<file path="src/rtl/bsl_pkg.sv">
package bsl_pkg;

    typedef enum logic [2:0] {
        ST_IDLE = 3'd0,
        ST_HDR  = 3'd1,
        ST_RAW  = 3'd2,
        ST_CMP  = 3'd3,
        ST_EMIT = 3'd4,
        ST_PASS = 3'd5,
        ST_DONE = 3'd6
    } bsl_state_e;

    localparam logic [7:0] SYNC_BYTE = 8'hFF;
    localparam logic [7:0] CMP_MASK  = 8'hF0;
    localparam logic [7:0] CMP_PAT   = 8'h30;

endpackage

</file>
<file path="src/rtl/bsl_hdr_walker.sv">
module bsl_hdr_walker #(
    parameter int IDX_W    = 16,
    parameter int HDR_BASE = 15,
    parameter int NUM_REC  = 4,
    parameter int REC_PAD  = 3
) (
    input  logic             clk,
    input  logic             rst,
    input  logic             clear,
    input  logic             take,
    input  logic [IDX_W-1:0] idx,
    input  logic [7:0]       data,
    output logic             hunt_now,
    output logic             walked
);
    localparam int CW = $clog2(NUM_REC + 1);
    localparam logic [IDX_W-1:0] BASE_V = IDX_W'(HDR_BASE);
    localparam logic [IDX_W-1:0] PAD_V  = IDX_W'(REC_PAD);
    localparam logic [CW-1:0]    REC_MAX = CW'(NUM_REC);

    typedef struct packed {
        logic [IDX_W-1:0] ptr;
        logic [CW-1:0]    rec;
    } walk_t;

    walk_t walk_d, walk_q;
    logic  at_ptr;

    always_comb begin
        walk_d   = walk_q;
        at_ptr   = (idx == walk_q.ptr);
        walked   = (walk_q.rec == REC_MAX);
        hunt_now = walked && at_ptr;
        if (clear) begin
            walk_d.ptr = BASE_V;
            walk_d.rec = '0;
        end else if (take && at_ptr && !walked) begin
            walk_d.ptr = idx + {{(IDX_W-8){1'b0}}, data} + PAD_V;
            walk_d.rec = walk_q.rec + 1'b1;
        end
    end

    always_ff @(posedge clk) begin
        if (rst) begin
            walk_q.ptr <= BASE_V;
            walk_q.rec <= '0;
        end else begin
            walk_q <= walk_d;
        end
    end


    rec_step_chk: assert property (@(posedge clk) disable iff (rst)
        (walk_q.rec != $past(walk_q.rec)) |->
            ((walk_q.rec == $past(walk_q.rec) + 1'b1) || (walk_q.rec == '0)));


    rec_bound_chk: assert property (@(posedge clk) disable iff (rst)
        walk_q.rec <= REC_MAX);

endmodule

</file>
<file path="src/rtl/bsl_run_detect.sv">
module bsl_run_detect #(
    parameter int RUN_LEN = 4
) (
    input  logic       clk,
    input  logic       rst,
    input  logic       clear,
    input  logic       take,
    input  logic [7:0] data,
    output logic       hit
);
    import bsl_pkg::*;

    localparam int CW = (RUN_LEN > 1) ? $clog2(RUN_LEN) : 1;
    localparam logic [CW-1:0] TOP = CW'(RUN_LEN - 1);

    logic [CW-1:0] run_d, run_q;
    logic          is_sync;

    always_comb begin
        run_d   = run_q;
        is_sync = (data == SYNC_BYTE);
        hit     = take && is_sync && (run_q == TOP);
        if (clear) begin
            run_d = '0;
        end else if (take) begin
            if (!is_sync) begin
                run_d = '0;
            end else if (run_q != TOP) begin
                run_d = run_q + 1'b1;
            end
        end
    end

    always_ff @(posedge clk) begin
        if (rst) begin
            run_q <= '0;
        end else begin
            run_q <= run_d;
        end
    end


    run_break_chk: assert property (@(posedge clk) disable iff (rst)
        (take && !clear && data != SYNC_BYTE) |=> (run_q == '0));

endmodule

</file>
<file path="src/rtl/bsl_nibble_detect.sv">
module bsl_nibble_detect (
    input  logic       clk,
    input  logic       rst,
    input  logic       clear,
    input  logic       take,
    input  logic [7:0] data,
    output logic       hit
);
    import bsl_pkg::*;

    logic prev_ff_d, prev_ff_q;

    always_comb begin
        prev_ff_d = prev_ff_q;
        hit       = take && prev_ff_q && ((data & CMP_MASK) == CMP_PAT);
        if (clear) begin
            prev_ff_d = 1'b0;
        end else if (take) begin
            prev_ff_d = (data == SYNC_BYTE);
        end
    end

    always_ff @(posedge clk) begin
        if (rst) begin
            prev_ff_q <= 1'b0;
        end else begin
            prev_ff_q <= prev_ff_d;
        end
    end


    prev_track_chk: assert property (@(posedge clk) disable iff (rst)
        (take && !clear) |=> (prev_ff_q == ($past(data) == SYNC_BYTE)));

endmodule

</file>
<file path="src/rtl/bitstream_sync_locator.sv">
module bitstream_sync_locator #(
    parameter int IDX_W    = 16,
    parameter int HDR_BASE = 15,
    parameter int NUM_REC  = 4,
    parameter int REC_PAD  = 3,
    parameter int RUN_LEN  = 4
) (
    input  logic             clk,
    input  logic             rst,
    input  logic             start,
    input  logic             mode_cmp,
    input  logic [IDX_W-1:0] image_size,
    input  logic [7:0]       in_data,
    input  logic             in_valid,
    output logic             in_ready,
    input  logic             out_ready,
    output logic [7:0]       out_data,
    output logic             out_valid,
    output logic             sync_found,
    output logic             sync_missing,
    output logic [IDX_W-1:0] start_offset,
    output logic [IDX_W-1:0] payload_len
);
    import bsl_pkg::*;

    localparam int EW = $clog2(RUN_LEN + 1);
    localparam logic [IDX_W-1:0] BACK  = IDX_W'(RUN_LEN - 1);
    localparam logic [IDX_W-1:0] ONE   = IDX_W'(1);
    localparam logic [EW-1:0]    EMITN = EW'(RUN_LEN);
    localparam logic [EW-1:0]    EMIT1 = EW'(1);

    typedef struct packed {
        bsl_state_e       st;
        logic [IDX_W-1:0] idx;
        logic [IDX_W-1:0] size;
        logic             found;
        logic             miss;
        logic [IDX_W-1:0] soff;
        logic [IDX_W-1:0] plen;
        logic [EW-1:0]    emit;
    } ctl_t;

    ctl_t ctl_d, ctl_q;

    logic acc;
    logic last_byte;
    logic hdr_take;
    logic raw_take;
    logic cmp_take;
    logic hunt_now;
    logic walked;
    logic raw_hit;
    logic cmp_hit;

    // Handshake and data path
    always_comb begin
        in_ready  = 1'b0;
        out_valid = 1'b0;
        out_data  = in_data;
        unique case (ctl_q.st)
            ST_HDR, ST_RAW, ST_CMP: in_ready = 1'b1;
            ST_EMIT: begin
                out_valid = 1'b1;
                out_data  = SYNC_BYTE;
            end
            ST_PASS: begin
                in_ready  = out_ready;
                out_valid = in_valid;
            end
            default: ;
        endcase
        if (start) begin
            in_ready  = 1'b0;
            out_valid = 1'b0;
        end
    end

    always_comb begin
        acc       = in_valid && in_ready;
        last_byte = (ctl_q.idx == ctl_q.size - ONE);
        hdr_take  = acc && (ctl_q.st == ST_HDR);
        raw_take  = acc && ((ctl_q.st == ST_RAW) || ((ctl_q.st == ST_HDR) && hunt_now));
        cmp_take  = acc && (ctl_q.st == ST_CMP);
    end

    bsl_hdr_walker #(
        .IDX_W    (IDX_W),
        .HDR_BASE (HDR_BASE),
        .NUM_REC  (NUM_REC),
        .REC_PAD  (REC_PAD)
    ) u_walk (
        .clk      (clk),
        .rst      (rst),
        .clear    (start),
        .take     (hdr_take),
        .idx      (ctl_q.idx),
        .data     (in_data),
        .hunt_now (hunt_now),
        .walked   (walked)
    );

    bsl_run_detect #(
        .RUN_LEN (RUN_LEN)
    ) u_run (
        .clk   (clk),
        .rst   (rst),
        .clear (start),
        .take  (raw_take),
        .data  (in_data),
        .hit   (raw_hit)
    );

    bsl_nibble_detect u_nib (
        .clk   (clk),
        .rst   (rst),
        .clear (start),
        .take  (cmp_take),
        .data  (in_data),
        .hit   (cmp_hit)
    );

    // Next-state computation
    always_comb begin
        ctl_d = ctl_q;
        if (acc) begin
            ctl_d.idx = ctl_q.idx + ONE;
        end
        unique case (ctl_q.st)
            ST_HDR, ST_RAW: begin
                if (raw_hit) begin
                    ctl_d.found = 1'b1;
                    ctl_d.soff  = ctl_q.idx - BACK;
                    ctl_d.plen  = ctl_q.size - (ctl_q.idx - BACK);
                    ctl_d.emit  = EMITN;
                    ctl_d.st    = ST_EMIT;
                end else if (acc && last_byte) begin
                    ctl_d.miss = 1'b1;
                    ctl_d.st   = ST_DONE;
                end else if (raw_take) begin
                    ctl_d.st = ST_RAW;
                end
            end
            ST_CMP: begin
                if (cmp_hit) begin
                    ctl_d.found = 1'b1;
                    ctl_d.soff  = ctl_q.idx + ONE;
                    ctl_d.plen  = ctl_q.size - ctl_q.idx - ONE;
                    ctl_d.st    = last_byte ? ST_DONE : ST_PASS;
                end else if (acc && last_byte) begin
                    ctl_d.miss = 1'b1;
                    ctl_d.st   = ST_DONE;
                end
            end
            ST_EMIT: begin
                if (out_ready) begin
                    ctl_d.emit = ctl_q.emit - EMIT1;
                    if (ctl_q.emit == EMIT1) begin
                        ctl_d.st = (ctl_q.idx == ctl_q.size) ? ST_DONE : ST_PASS;
                    end
                end
            end
            ST_PASS: begin
                if (acc && last_byte) begin
                    ctl_d.st = ST_DONE;
                end
            end
            default: ;
        endcase
        if (start) begin
            ctl_d.st    = mode_cmp ? ST_CMP : ST_HDR;
            ctl_d.idx   = '0;
            ctl_d.size  = image_size;
            ctl_d.found = 1'b0;
            ctl_d.miss  = 1'b0;
            ctl_d.soff  = '0;
            ctl_d.plen  = '0;
            ctl_d.emit  = '0;
        end
    end

    always_ff @(posedge clk) begin
        if (rst) begin
            ctl_q.st    <= ST_IDLE;
            ctl_q.idx   <= '0;
            ctl_q.size  <= '0;
            ctl_q.found <= 1'b0;
            ctl_q.miss  <= 1'b0;
            ctl_q.soff  <= '0;
            ctl_q.plen  <= '0;
            ctl_q.emit  <= '0;
        end else begin
            ctl_q <= ctl_d;
        end
    end

    assign sync_found   = ctl_q.found;
    assign sync_missing = ctl_q.miss;
    assign start_offset = ctl_q.soff;
    assign payload_len  = ctl_q.plen;


    found_miss_excl_chk: assert property (@(posedge clk) disable iff (rst)
        !(sync_found && sync_missing));


    out_needs_found_chk: assert property (@(posedge clk) disable iff (rst)
        out_valid |-> sync_found);


    out_hold_chk: assert property (@(posedge clk) disable iff (rst || start)
        (out_valid && !out_ready) |=> (out_valid && $stable(out_data)));


    found_on_accept_chk: assert property (@(posedge clk) disable iff (rst)
        $rose(sync_found) |-> $past(in_valid && in_ready));


    miss_quiet_chk: assert property (@(posedge clk) disable iff (rst)
        sync_missing |-> (!out_valid && !in_ready));

endmodule

</file>
<file path="config.mk">
export PLATFORM = sky130hd
export DESIGN_NAME = bitstream_sync_locator
export DESIGN_NICKNAME = d
export VERILOG_FILES = /design/src/rtl/bsl_pkg.sv /design/src/rtl/bsl_hdr_walker.sv /design/src/rtl/bsl_run_detect.sv /design/src/rtl/bsl_nibble_detect.sv /design/src/rtl/bitstream_sync_locator.sv
export SDC_FILE = /design/constraint.sdc
export NUM_CORES = 1
export LEC_CHECK = 0
export BUFFER_PORTS_ARGS = -buffer_cell sky130_fd_sc_hd__buf_2
export CORE_AREA = 2 2 152 109
export CTS_CLUSTER_SIZE = 20
export DETAILED_ROUTE_END_ITERATION = 10
export DIE_AREA = 0 0 154 111
export PLACE_DENSITY = 0.69
export SYNTH_ARGS = -nofsm -noshare
export SYNTH_HDL_FRONTEND = slang
export SYNTH_HIERARCHICAL = 1
export SYNTH_SLANG_ARGS = --single-unit
</file>
<file path="constraint.sdc">
create_clock -name clk -period 8.1 [get_ports clk]
set_input_delay 0.405 -clock clk [delete_from_list [all_inputs] [get_ports clk]]
set_output_delay 0.405 -clock clk [all_outputs]
set_load 0.01 [all_outputs]
</file>
# After elaboration in Yosys (flattened, before gate mapping)
# Cells that the tools add are included.
# word_totals
rom_bits	0
n_memories	0
output_inout_bits	44
regBits	94
latch_bits	0
mem_bits_rw	0
# op_classes
reduce_logical	26
add_sub_neg	11
div_mod_pow	0
multipliers	0
magnitude_cmp	0
n_bitwise	0
n_shift	0
n_mux	30
n_eq_ne	23
# ops
op	count
$mux W72	1
$pmux W34 S2	1
$eq A16 B16 Y1	3
$mux W35	1
$mux W32	1
$sub A16 B1 Y16 const B	2
$sub A16 B16 Y16	2
$mux W3	8
$add A16 B1 Y16 const B	1
$add A16 B2 Y16 const B	1
$add A16 B8 Y16	1
$mux W16	1
$sub A16 B2 Y16 const B	1
$ne A2 B2 Y1 const B	7
$logic_and A1 B1 Y1	13
$pmux W3 S4	1
$mux W2	5
$eq A3 B3 Y1 const B	3
$reduce_and A3 Y1	3
$eq A8 B8 Y1 const B	1
$mux W8	1
$mux W1	7
$eq A3 B1 Y1 const B	2
$eq A3 B2 Y1 const B	2
other kinds (17)	21

# Logic depth before layout (Yosys ltp)
# depth
ltp_word	11
depth_mapped	16
ltp_nobuf	14

# Cells and area by module
# Netlist, hierarchy kept.
# modules_own_cells
module	area_each_um2	n_inst	cells_each	seq_area_each_um2
bitstream_sync_locator	5828.1	1	776	1441.4
bsl_hdr_walker	1670.4	1	196	380.4
bsl_run_detect	151.4	1	18	40.0
bsl_nibble_detect	68.8	1	7	20.0

# Least setup slack after synthesis
# OpenSTA, ideal clock, no wires.
# synth_path
path_type	register to register
startpoint	register ctl_q[70] (netlist bit)
endpoint	register ctl_q (netlist bit start_offset[12])
t_required_ps	8029
stages_incl_launch_ff	15
arrival_ps	3583
n_path_buf	4
setup_slack_ps	4447
cell_sequence	dfxtp_1 clkbuf_1 nor2_1 a211oi_1 nand2_1 clkbuf_1 nor2_1 nand3_1 nor4b_1 o22ai_1 a21oi_1 clkbuf_1 clkbuf_1 o211ai_1 a21oi_1
# synth_via
elab_chain_cells	10
word_cells_on_any_way	22
# synth_rtl
item	line_no	source
start: declaration	bitstream_sync_locator.sv:43	ctl_t ctl_d, ctl_q;
start signal: assignment	bitstream_sync_locator.sv:192	ctl_q <= ctl_d;
$eq A3 B1 Y1 / $eq A3 B2 Y1 (equally long branches)	bitstream_sync_locator.sv:60	unique case (ctl_q.st)
$reduce_or A3 Y1	bitstream_sync_locator.sv:60	
$pmux W1 S2 (*)	bitstream_sync_locator.sv:60	
$mux W1 (*)	bitstream_sync_locator.sv:72	if (start) begin
via in_ready	bitstream_sync_locator.sv:15	output logic in_ready,
$logic_and A1 B1 Y1 (*)	bitstream_sync_locator.sv:79	acc = in_valid && in_ready;
$logic_and A1 B1 Y1 (*)	bitstream_sync_locator.sv:83	cmp_take = acc && (ctl_q.st == ST_CMP);
via cmp_take	bitstream_sync_locator.sv:49	logic cmp_take;
$logic_and A1 B1 Y1 (*) (2 in a row)	bsl_nibble_detect.sv:15	hit = take && prev_ff_q && ((data & CMP_MASK) == CMP_PAT);
via cmp_hit	bitstream_sync_locator.sv:53	logic cmp_hit;
$ne A2 B2 Y1 (no line) (*)	--	
$reduce_and A3 Y1 (no line) (*)	--	
# The timed path passes the listed nets; every way through them passes the cells marked *.
# A chain may end at the register's enable or synchronous reset.

# Worst setup path in the final report
# layout_path
startpoint	register, netlist name ctl_q[55]
endpoint	register ctl_q (netlist bit payload_len[15])
# layout_via
elab_chain_cells	9
word_cells_on_any_way	16
# layout_rtl
item	line_no	source
$eq A16 B16 Y1	bsl_hdr_walker.sv:31	at_ptr = (idx == walk_q.ptr);
$logic_and A1 B1 Y1	bsl_hdr_walker.sv:33	hunt_now = walked && at_ptr;
via hunt_now	bitstream_sync_locator.sv:50	logic hunt_now;
$logic_and A1 B1 Y1	bitstream_sync_locator.sv:82	raw_take = acc && ((ctl_q.st == ST_RAW) || ((ctl_q.st == ST_HDR) && hunt_now));
$logic_or A1 B1 Y1	bitstream_sync_locator.sv:82	
$logic_and A1 B1 Y1	bitstream_sync_locator.sv:82	
via raw_take	bitstream_sync_locator.sv:48	logic raw_take;
$logic_and A1 B1 Y1 (2 in a row)	bsl_run_detect.sv:22	hit = take && is_sync && (run_q == TOP);
via raw_hit	bitstream_sync_locator.sv:52	logic raw_hit;
$ne A2 B2 Y1 (no line)	--	
$reduce_and A3 Y1 (no line)	--	
# The timed path passes the listed nets, and every way through them passes these cells. The select of a mux whose other input is x is not followed.

==> run summary <==
The number of top-level design ports is 74. STA classifies the critical path startpoint as a flop. The tightest min-delay check is of the in2reg type. The net count after synthesis came out at 1082.

The max-capacitance violation count came out at 0. The worst-case vdd ir drop is 0.104 mV. The post-layout net count is 1090. The transition time at the pin with the least slew margin came out at 1060 ps. Setup slack on the critical path of the routed design comes to 3500 ps.

The relative area change from synthesis to final layout is 7.51%. The post-synthesis instance total came out at 996. The depth of the CTS H-tree is 3.

The area of the mapped netlist came out at 0.00771 sq mm. The final instance area is 0.00829 sq mm. Dividing the synthesized area by the synthesized cell count gives 7.75 sq um. In this run the remaining antenna-violating nets after routing total 0.

Entering global routing, the biggest net connects 47 pins. The core area came out at 0.0159 sq mm. The category of the critical setup timing path is reg2reg. The non-filler instance count after layout came out at 1214. STA puts the critical path data required time at 8390 ps. After legalization and detailed placement, the total HPWL measured 17600 um.

The flow ran to the end, and the final reports show no timing, DRC or antenna violations. The via count of the routed design is 7366. The number of antenna violations at the first check in global routing was 0.

The TritonCTS clock tree is yes. The ratio of cells with drive above 1 in the final layout came out at 13.5%. The initial cell density of the core is 48.6%. The count of hold buffers inserted by post-cts repair is 0. The number of global-route vias before repair came out at 6532. The detail-routed via count per cell is 6.07. The congestion estimate from routability-driven global placement came to 0.961.

The number of clock sinks came out at 94. The max-slew violation count came to 0. After clock tree synthesis, the clock-pin slew on the worst setup and hold paths is 70 ps. The Yosys step of the flow raised 6 warnings. The height of the chip came out at 111 um. The number of gates given a new drive strength after cts is 0. The global router's overall resource usage is 27.4%.

STA classifies the critical path endpoint as a flop. The width of the chip is 154 um. In the layout the commonest cells are 101 x nand2_1, 94 x dfxtp_1, 79 x nor2_1, 79 x a21oi_1, 73 x buf_2. The buffer cell driving the clock tree root is clkbuf_16. The first global-routing pass estimated 36900 um of wire. The worst clock skew is 6.96 ps. After layout, the worst path uses 56.7% of the clock period.

Buffers added to address setup during post-CTS repair amount to 0. Setup violations remaining at the end of the flow were counted as 0. The number of placed instances with taps included came out at 1198.

The number of buffers on the longest clock path came out at 2. The cell leakage power came out at 3.39 nW. The port buffer count is 73.

The repair_antennas step left the layout with diodes totalling 0. Setup repair after global routing left no endpoint under its margin. The minimum clock period came out at 4600 ps. In the routed design, unresolved DRC markers number 0. The arrival time at the worst endpoint is 4880 ps.

The number of hold violations in the final report came out at 0. The remaining global-route overflow is 0. The detailed router finished its first iteration with 785 violations. The maximum fanout along the worst path came out at 24. The final-layout fill cell count came out at 1529. The final-layout setup total negative slack is 0 ps.

The placed standard-cell area is 0.00792 sq mm. The number of buffers added by the clock tree synthesis step came out at 9. At the later pin of the worst-skew pair, clock insertion delay measures 360 ps. The die area is 0.0171 sq mm. The maximum achievable frequency is 0.218 GHz.

The headroom to the max-slew limit came out at 29.2%. The most common library cell in the layout ignoring fill and taps is nand2_1. The final routed wire length divided by cell count came out at 19.3 um. The row count came out at 39. The first-pass detailed-route iteration total came out at 5.

The routed design has 23400 um of wire. For this design the ratio of total power to cell area is 175 mW/mm^2. The worst setup slack after placement came out at 3660 ps.
critical path, stage by stage (launching register included):
cell      delay (ps)
dfxtp_1          620
xor2_1           150
nor4_1           420
nand4_1          550
nor2_1           250
nand3_1          100
a211oi_1         520
and3_2           350
o22ai_1          140
a21o_1           490
nor2_1           470
and3_1           210
mux2i_1           70
a31oi_1          140
area by class of cell:
cell class	count	area, sq um	area share [%]
Clock buffer	10	239	2.88
Clock inverter	6	140	1.69
Inverter	41	154	1.86
Multi-Input combinational cell	780	5220	62.9
Sequential cell	94	1880	22.7
Tap cell	205	256	3.09
Timing Repair Buffer	78	403	4.86
per-stage QoR:
step / util, % / power, mW / hold WS [ps]
after global placement: 49.9 / 0.897 / 436
after detailed placement: 49.9 / 0.901 / 443
after CTS: 52.3 / 1.45 / 276
after global routing: 52.3 / 1.51 / 289
final: 52.3 / 1.45 / 283
after floorplan: - / 0.809 / 432
path summary, 6_finish.rpt:
kind	from	endpoint	slack (ps)	cells after the start
worst min-delay path	image_size[13]	ctl_q[50]$_SDFFE_PP0P_	280	3
worst max register to register	ctl_q[55]$_SDFFE_PP0P_	payload_len[15]$_SDFFE_PP0P_	3500	13
worst max-delay path	ctl_q[55]$_SDFFE_PP0P_	payload_len[15]$_SDFFE_PP0P_	3500	13
worst min register to register	start_offset[13]$_SDFFE_PP0P_	start_offset[13]$_SDFFE_PP0P_	450	2
power breakdown:
group	leakage [nW]	internal, mW	switching [mW]
Combinational	2.44	0.139	0.243
Sequential	0.764	0.489	0.0325
Clock	0.185	0.345	0.203
Total	3.39	0.973	0.479
metal layers:
metal / global-route usage [%] / share of wire, % / wire length [um] / vias up
li1: - / - / - / 3556
met1: 42.9 / 49 / 11400 / 3440
met2: 35.8 / 39 / 9030 / 352
met3: 8.33 / 12 / 2710 / 18
met4: 6.29 / 1.2 / 275 / 0
met5: 0 / 0 / 0 / -
flip-flops by register name (all words and copies together) (netlist names):
register,count
ctl_q,38
payload_len,16
start_offset,16
sync_found,1
sync_missing,1
u_nib/prev_ff_q,1
u_run/run_q,2
u_walk/walk_q,19
Note: power is estimated with default switching activity, not from simulation.
